`src/rtl/can_fc_pkg.sv`:
```
// Package: shared types for the CAN fault confinement unit.
// Assumes a two-bit encoding of the node state is decoded by the sequencer.
package can_fc_pkg;

    typedef enum logic [1:0] {
        FC_ACTIVE  = 2'd0,
        FC_PASSIVE = 2'd1,
        FC_BUSOFF  = 2'd2
    } fc_state_e;

endpackage

```
`src/rtl/fc_err_counter.sv`:
```
// Module: one error counter driven by increment/decrement pulses.
// IS_TX selects the variant:
//   1 - clamps at 2^(W-1) (the bus-off mark) and floors at zero.
//   0 - saturates at 2^W-1, and a decrement at or above PASS_LIM loads PASS_LIM-1.
// Assumes the command pulses are one cycle wide. Increment wins over decrement.
// Hold freezes the value. Clear has priority over every command.
module fc_err_counter #(
    parameter int W        = 8,
    parameter int STEP_BIG = 8,
    parameter int PASS_LIM = 128,
    parameter bit IS_TX    = 1'b0
) (
    input  logic         clk,
    input  logic         rst_n,
    input  logic         hold,
    input  logic         clear,
    input  logic         inc,
    input  logic         big,
    input  logic         dec,
    output logic [W-1:0] value
);
    localparam int         TOP_I  = IS_TX ? (1 << (W - 1)) : ((1 << W) - 1);
    localparam logic [W:0] TOP    = (W + 1)'(TOP_I);
    localparam logic [W:0] STEP_L = (W + 1)'(STEP_BIG);
    localparam logic [W:0] STEP_S = (W + 1)'(1);

    logic [W:0]   sum_ext;
    logic [W-1:0] up_val;
    logic [W-1:0] dn_val;

    // Purpose: add the selected step and clamp at the variant's ceiling.
    always_comb begin
        sum_ext = {1'b0, value} + (big ? STEP_L : STEP_S);
        up_val  = (sum_ext > TOP) ? TOP[W-1:0] : sum_ext[W-1:0];
    end

    generate
        if (IS_TX) begin : g_tx_dec
            // Purpose: plain decrement with a floor at zero.
            always_comb begin
                dn_val = (value == '0) ? '0 : value - W'(1);
            end
        end else begin : g_rx_dec
            localparam logic [W-1:0] PASS = W'(PASS_LIM);
            // Purpose: drop back below the passive mark, else decrement with floor.
            always_comb begin
                if (value >= PASS) begin
                    dn_val = PASS - W'(1);
                end else if (value == '0) begin
                    dn_val = '0;
                end else begin
                    dn_val = value - W'(1);
                end
            end
        end
    endgenerate

    // Purpose: counter register with reset, clear, hold and command priority.
    always_ff @(posedge clk) begin
        if (!rst_n || clear) begin
            value <= '0;
        end else if (hold) begin
            value <= value;
        end else if (inc) begin
            value <= up_val;
        end else if (dec) begin
            value <= dn_val;
        end
    end

endmodule

```
`src/rtl/fc_state_derive.sv`:
```
// Module: maps the two counter values onto the confinement state.
// Assumes the transmit counter reaches 2^(TEC_W-1) only when bus-off.
// Purely combinational. Both inputs are registered upstream.
module fc_state_derive
    import can_fc_pkg::*;
#(
    parameter int REC_W    = 8,
    parameter int TEC_W    = 9,
    parameter int PASS_LIM = 128
) (
    input  logic [REC_W-1:0] rec,
    input  logic [TEC_W-1:0] tec,
    output fc_state_e        state,
    output logic             err_passive,
    output logic             bus_off
);
    localparam logic [REC_W-1:0] REC_PASS = REC_W'(PASS_LIM);
    localparam logic [TEC_W-1:0] TEC_PASS = TEC_W'(PASS_LIM);
    localparam logic [TEC_W-1:0] TEC_OFF  = TEC_W'(1 << (TEC_W - 1));

    // Purpose: bus-off dominates, then the passive thresholds.
    always_comb begin
        bus_off     = (tec >= TEC_OFF);
        err_passive = !bus_off && ((rec >= REC_PASS) || (tec >= TEC_PASS));
        if (bus_off) begin
            state = FC_BUSOFF;
        end else if (err_passive) begin
            state = FC_PASSIVE;
        end else begin
            state = FC_ACTIVE;
        end
    end

endmodule

```
`src/rtl/fc_recovery.sv`:
```
// Module: counts runs of RUN_LEN consecutive recessive bits while enabled.
// Emits a one-cycle recover pulse on the tick completing run RUN_COUNT.
// Assumes bit_tick is a one-cycle pulse per bit. Disabled means counting from zero.
module fc_recovery #(
    parameter int RUN_LEN   = 11,
    parameter int RUN_COUNT = 128
) (
    input  logic clk,
    input  logic rst_n,
    input  logic enable,
    input  logic bit_tick,
    input  logic bit_recessive,
    output logic recover
);
    localparam int               RUN_W    = $clog2(RUN_LEN);
    localparam int               SEQ_W    = $clog2(RUN_COUNT);
    localparam logic [RUN_W-1:0] RUN_LAST = RUN_W'(RUN_LEN - 1);
    localparam logic [SEQ_W-1:0] SEQ_LAST = SEQ_W'(RUN_COUNT - 1);

    logic [RUN_W-1:0] run_q;
    logic [SEQ_W-1:0] seq_q;
    logic             run_done;

    // Purpose: detect the bit that closes a run and the run that closes recovery.
    always_comb begin
        run_done = enable && bit_tick && bit_recessive && (run_q == RUN_LAST);
        recover  = run_done && (seq_q == SEQ_LAST);
    end

    // Purpose: track bits in the current run.
    always_ff @(posedge clk) begin
        if (!rst_n || !enable) begin
            run_q <= '0;
        end else if (bit_tick) begin
            if (!bit_recessive || run_done) begin
                run_q <= '0;
            end else begin
                run_q <= run_q + RUN_W'(1);
            end
        end
    end

    // Purpose: track completed runs.
    always_ff @(posedge clk) begin
        if (!rst_n || !enable || recover) begin
            seq_q <= '0;
        end else if (run_done) begin
            seq_q <= seq_q + SEQ_W'(1);
        end
    end

endmodule

```
`src/rtl/can_fault_conf.sv`:
```
// Module: CAN fault confinement top level.
// Holds receive and transmit error counters and derives the node state from them.
// Gates commands while bus-off and runs the recovery counter.
// Assumes all command and bit-tick inputs are synchronous one-cycle pulses.
module can_fault_conf
    import can_fc_pkg::*;
#(
    parameter int REC_W     = 8,
    parameter int STEP_BIG  = 8,
    parameter int RUN_LEN   = 11,
    parameter int RUN_COUNT = 128
) (
    input  logic             clk,
    input  logic             rst_n,
    input  logic             rec_inc,
    input  logic             rec_big,
    input  logic             rec_dec,
    input  logic             tec_inc,
    input  logic             tec_big,
    input  logic             tec_dec,
    input  logic             bit_tick,
    input  logic             bit_recessive,
    output logic [REC_W-1:0] rec_value,
    output logic [REC_W:0]   tec_value,
    output logic [1:0]       node_state,
    output logic             err_passive,
    output logic             bus_off
);
    localparam int TEC_W    = REC_W + 1;
    localparam int PASS_LIM = 1 << (REC_W - 1);

    fc_state_e state_w;
    logic      recover_w;

    fc_err_counter #(
        .W(REC_W), .STEP_BIG(STEP_BIG), .PASS_LIM(PASS_LIM), .IS_TX(1'b0)
    ) u_rec (
        .clk(clk), .rst_n(rst_n), .hold(bus_off), .clear(recover_w),
        .inc(rec_inc), .big(rec_big), .dec(rec_dec), .value(rec_value)
    );

    fc_err_counter #(
        .W(TEC_W), .STEP_BIG(STEP_BIG), .PASS_LIM(PASS_LIM), .IS_TX(1'b1)
    ) u_tec (
        .clk(clk), .rst_n(rst_n), .hold(bus_off), .clear(recover_w),
        .inc(tec_inc), .big(tec_big), .dec(tec_dec), .value(tec_value)
    );

    fc_state_derive #(
        .REC_W(REC_W), .TEC_W(TEC_W), .PASS_LIM(PASS_LIM)
    ) u_state (
        .rec(rec_value), .tec(tec_value), .state(state_w),
        .err_passive(err_passive), .bus_off(bus_off)
    );

    fc_recovery #(
        .RUN_LEN(RUN_LEN), .RUN_COUNT(RUN_COUNT)
    ) u_rcv (
        .clk(clk), .rst_n(rst_n), .enable(bus_off), .bit_tick(bit_tick),
        .bit_recessive(bit_recessive), .recover(recover_w)
    );

    // Purpose: present the encoded state on the port.
    always_comb begin
        node_state = state_w;
    end

endmodule

```
`config.mk`:
```
export PLATFORM = sky130hd
export DESIGN_NAME = can_fault_conf
export DESIGN_NICKNAME = d
export VERILOG_FILES = /design/src/rtl/can_fc_pkg.sv /design/src/rtl/fc_err_counter.sv /design/src/rtl/fc_state_derive.sv /design/src/rtl/fc_recovery.sv /design/src/rtl/can_fault_conf.sv
export SDC_FILE = /design/constraint.sdc
export NUM_CORES = 1
export LEC_CHECK = 0
export ABC_AREA = 1
export BUFFER_PORTS_ARGS = -buffer_cell sky130_fd_sc_hd__buf_2
export CAP_MARGIN = 20
export CORE_UTILIZATION = 52
export DETAILED_ROUTE_END_ITERATION = 7
export GPL_ROUTABILITY_DRIVEN = 0
export GPL_TIMING_DRIVEN = 0
export PLACE_DENSITY_LB_ADDON = 0.15
export SLEW_MARGIN = 10
export SYNTH_ARGS = -nofsm -noshare
export SYNTH_HDL_FRONTEND = slang
export SYNTH_SLANG_ARGS = --single-unit
```
`constraint.sdc`:
```
create_clock -name clk -period 1.9 [get_ports clk]
set_input_delay 0 -clock clk [delete_from_list [all_inputs] [get_ports clk]]
set_output_delay 0 -clock clk [all_outputs]
set_load 0.05 [all_outputs]
```
Yosys cells after proc, flatten, opt, wreduce, memory -nomap -nowiden
Cells that the tools add are included.
- $add $sub $neg: 6
- multipliers: 0
- div/mod/pow operators: 0
- order comparisons: 5
- eq/ne operators: 2
- shift-type cells: 0
- mux-type cells: 14
- bitwise operators: 1
- reductions and logical operators: 19
- operators with widths (operator ; number):
    8-bit two-way mux ; 5
    9-bit two-way mux ; 4
    4-bit two-way mux ; 3
    9-bit by 10-bit adder with 10-bit output ; 1
    10-bit by 9-bit greater-than comparator with 1-bit output (second input constant) ; 1
    8-bit by 9-bit adder with 9-bit output ; 1
    9-bit by 8-bit greater-or-equal comparator with 1-bit output (second input constant) ; 1
    9-bit greater-or-equal comparator (second input constant) ; 1
    9-bit by 8-bit greater-than comparator with 1-bit output (second input constant) ; 1
    9-bit logical NOT ; 1
    9-bit by 1-bit subtractor with 9-bit output (second input constant) ; 1
    8-bit greater-or-equal comparator (second input constant) ; 1
    8-bit logical NOT ; 1
    8-bit by 1-bit subtractor with 8-bit output (second input constant) ; 1
    7-bit by 1-bit adder with 7-bit output (second input constant) ; 1
    7-bit equality test (second input constant) ; 1
    1-bit logical AND ; 5
    1-bit logical OR ; 5
    4-bit by 1-bit adder with 4-bit output (second input constant) ; 1
    4-bit equality test (second input constant) ; 1
    2-bit AND reduction ; 2
    2-bit nonzero test ; 2
    1-bit logical NOT ; 3
    2-bit two-way mux ; 1
    other kinds (2) ; 2
- register bits: 28
- latch bits: 0
- bits in writable memories: 0
- bits in read-only memories: 0
- input port bits: 10
- output and inout bits: 21
- word-level logic and storage cells: 51
- memories kept: 0

Logic depth before layout (Yosys ltp)
- depth after elaboration: 6
- depth in mapped cells: 13
- gate-level depth less buffers: 13

Modules after synthesis
Synthesis repeated with hierarchy kept, for this count alone.
- cells, all modules: 384
- area, all modules: 2506.2 um^2
- by module, submodules not included (module ; times used ; cells an instance ; area an instance (um^2) ; seq. area each (um^2)):
    fc_err_counter at u_tec ; 1 ; 162 ; 1013.5 ; 180.2
    fc_err_counter at u_rec ; 1 ; 129 ; 833.3 ; 160.2
    fc_recovery ; 1 ; 88 ; 633.1 ; 220.2
    fc_state_derive ; 1 ; 5 ; 26.3 ; 0.0

Worst setup path after synthesis
No wires, ideal clock.
- kind: reg2reg
- start: reg u_tec.value[0]
- end: reg u_tec.value[1]
- library setup time: 0.070 ns
- data arrival time: 2.174 ns
- data required time: 1.830 ns
- path slack: -0.344 ns
- cell stages (with the launch flop): 11
- path buffers: 0
- period minus slack after synthesis: 2.244 ns
- path through: dfxtp_1 -> ha_1 -> ha_1 -> or2_2 -> nor2_1 -> nand2_1 -> nor2_1 -> nand3_1 -> o21bai_4 -> nand2_1 -> a21oi_1
- word-level cells in the longest chain between the ends: 6
- elaborated cells on any way between the ends: 16
- those cells by class: add/sub (2); order compare (2); mux (4); bitwise (1); reduce/logical (7)
- ends and longest elaborated chain (what ; RTL line ; RTL):
    from (decl) ; fc_err_counter.sv:20 ; output logic [W-1:0] value
    from (signal assigned) ; fc_err_counter.sv:63 ; value <= value;
    from (signal assigned) ; fc_err_counter.sv:65 ; value <= up_val;
    from (signal assigned) ; fc_err_counter.sv:67 ; value <= dn_val;
    parallel branches: the longest is 6 deep, another holds 9-bit by 10-bit adder with 10-bit output ; -- ;
Parallel ways; which one is timed is not known. The select of a mux whose other input is x is not followed.
A chain may end at the register's enable or synchronous reset.

Worst setup path in the final report
- start: reg u_tec.value[0]
- end: reg u_tec.value[0]
Same word-level chain as after synthesis.

==> summary.txt <==
Power and ir drop
  • PwrDens: about 1500 mW/mm^2
  • VDD IR max: roughly 0.00091 V
  • Leak pwr: 1.294 nW

Critical path
  • Crit Path Max Fanout: 6
  • Req. time, crit path: about 2.1 ns
  • Worst path slowest cell: dfxtp_4
  • Slowest Stage Delay on Critical Path: approximately 0.38 ns
  • CP Launch Type: register
  • Crit path capture type: register
  • Critical Path AT: 2.10 ns
  • CP Cell Sequence: ha_4 > ha_4 > or2_4 > nor2_2 > nand2_1 > nor2_2 > nand3_2 > o21bai_4 > nand2_2 > a21oi_2
  • Setup CP Type: reg2reg
  • Reg2reg start: u_tec.value[0]
  • CP Launch Point: u_tec.value[0]

Routing
  • DR vias/cell: 5.294
  • Drt first pass iters: 4
  • Vias: 2377
  • DR WL/cell: 11.90 um
  • Starting DRT DRC Count: 86
  • # DRC: 0
  • Post-route ant nets: 0
  • WL final: 5.342 mm

Floorplan
  • Rows: 23
  • Die Wd: just under 70 um
  • Die ar.: roughly 0.0047 mm^2
  • I/O pin count: 31
  • Initial Util: ~56%
  • Die H: around 69 um
  • Core region area: 0.004115 mm^2

CTS
  • CTS H-Tree Depth: 1
  • Clock root buffer master: clkbuf_8
  • Clock transition at the registers of the reported paths: 0.11 ns
  • Worst skew pair latency: approximately 0.29 ns
  • TritonCTS clock tree: yes
  • Hold buffer count at cts: 0
  • Num CTS Buffers: 3
  • Clk sinks: 28
  • CTS Buffer Depth: 2

Global route
  • First-pass GRT wire length: about 8.3 mm
  • Vias in the first global route: 1962
  • Initial antenna violation count: 0
  • GRT Total Usage: between 20% and 30%
  • Largest net degree at the start of global routing: 17
  • Grt ovf: 0

Yosys
  • Part of the Yosys area used for sequential elements: roughly a quarter
  • Top post-synthesis cells by area: dfxtp_1, nand2_1, inv_1
  • Synthesized instance count: between 300 and 400
  • Yosys cell types: 35
  • Mapped Nets: 388
  • Post-synth top area cell: dfxtp_1
  • Synth Cell Area: roughly 0.0023 mm^2
  • Mean Syn Cell Area: approximately 6.3 um^2
  • YS warnings: 0
  • Share of the synthesized area in the top cell type: about a quarter
  • #FFs+latches synth: 28

Flow run
  • Max Cap Viol: 0

Worst hold path
  • Worst min path class: in2reg
  • Hold_sp: rst_n

Final layout
  • Share of cells above drive strength 1: between 20 and 25%
  • ANT cells: 0
  • Leading cell type in the layout, fill and taps excluded: nand2_1
  • Final Util: 65.22%
  • Commonest cells after routing, fill and taps aside: nand2_1, inv_1, nor2_1, buf_2, nand3_1
  • Area of the multi-input gates: 0.001526 mm^2
  • Final Cell Area: ~0.0027 mm^2
  • Filler Cell Count: ~400
  • P&R area growth vs syn: 16.58%
  • Register area: roughly 570 um^2
  • Final nets: about 420

Place
  • Detailed placer's ending HPWL: just over 4 mm
  • Port bufs: 29
  • Area after DPL: between 0.002 and 0.003 mm^2

Run status
  • Status: finished, final reports clean

STA
  • Final Hold Fails: 0
  • Clk_skew: roughly 0.0091 ns
  • Max-slew violation count: 0
  • Least-Margin Pin Slew: 0.4477 ns
  • Hold slack: roughly 0.014 ns
  • Crit share post-route: 98.56%
  • Top achievable clock speed: about 530 MHz
  • Setup-failing EPs final: 0
  • Final min period: roughly 1.9 ns
  • Max-Slew Margin vs Limit: roughly 70%
  • RSZ-0062 raised after global routing: true
through the flow:
step                setup slack [ns]  setup TNS (ns)  std cells  total power, mW
CTS                        -0.001270       -0.001270        449            4.068
global route                -0.06257         -0.2206        449            4.444
global placement             -0.1004         -0.4731        443            3.511
floorplan                    0.03335               0        364            3.022
detailed placement           -0.1514         -0.6789        443            3.542
finish                       0.02739               0        449            4.115
synthesized netlist by cell type:
cell and count:
a21oi_1 30, a21oi_2 1, a2bb2oi_1 1, a31oi_1 2
buf_4 3, buf_6 3, clkbuf_1 2, clkbuf_2 1
clkbuf_8 1, dfxtp_1 28, ha_1 14, inv_1 57
inv_2 1, nand2_1 89, nand2_2 6, nand2_4 1
nand3_1 27, nand3_2 1, nand3b_1 1, nand4_1 5
nor2_1 32, nor2_4 1, nor3_1 4, nor3b_1 1
o211ai_1 3, o21ai_0 22, o21ai_2 5, o21ai_4 1
o21bai_1 2, o21bai_4 1, o22ai_1 1, o31ai_1 1
or2_2 8, xnor2_1 2, xor2_1 6
cell type report:
type / instances / share of cell area [%]
timing repair buffer: 31 / 5.967
multi-input combinational: 268 / 56.88
clock buffer: 4 / 2.471
buffer: 10 / 3.077
sequential: 28 / 21.17
tap: 50 / 2.331
inverter: 58 / 8.112
state kept, by name, indices dropped and copies added, names as in the netlist:
| name | flops |
|---|---|
| u_tec.value | 9 |
| u_rcv.seq_q | 7 |
| u_rcv.run_q | 4 |
| u_rec.value | 8 |
worst max-delay path: cells and delay by family (launching register included):
| kind | cells | cell delay [ns] |
|---|---|---|
| compound gates | 2 | 0.36 |
| fa+ha+maj | 2 | 0.37 |
| simple gates | 6 | 0.70 |
| flops | 1 | 0.38 |
where the power goes:
group	total, mW	internal, mW	leakage [nW]	switching (mW)
clock	0.439	0.230	0.0339	0.209
combinational	2.73	0.895	1.03	1.84
sequential	0.944	0.735	0.231	0.209
total	4.11	1.86	1.29	2.26
repair_timing:
item | CTS | global route
pin swaps | 8 | 7
buffers inserted | 2 | 0
setup endpoints to repair | 6 | 9
resized for setup | 8 | 8
layer usage:
metal	global-route usage, %	share of wire (%)	vias up	wire [um]
met1	29.47	47	1080	2487
li1	-	-	1232	-
met5	0	0	-	0
met3	2.467	4.2	9	223
met4	8.333	1.5	0	79
met2	40.93	48	56	2552
path summary, 6_finish.rpt:
| path | to | slack (ns) | cells after the start |
|---|---|---|---|
| worst max-delay path | u_tec.value[0] | 0.03 | 10 |
| worst min-delay path | u_rcv.run_q[1] | 0.01 | 3 |
| worst max register to register | u_tec.value[0] | 0.03 | 10 |
| worst min register to register | u_rcv.seq_q[5] | 0.49 | 2 |
logic make-up (layout without fill, tap and decap cells):
kind of cell               after synthesis  after routing  share of synthesized area [%]
xor gates and xnor gates                 8              8                          3.044
and+or+nand+nor                        176            176                          33.70
DFF                                     28             28                          24.35
buffers and inverters                   68            103                          13.04
AOI/OAI and AO/OA                       70             70                          18.26
adders and majority gates               14             14                          7.609
Power figures use the tool's default switching activity.
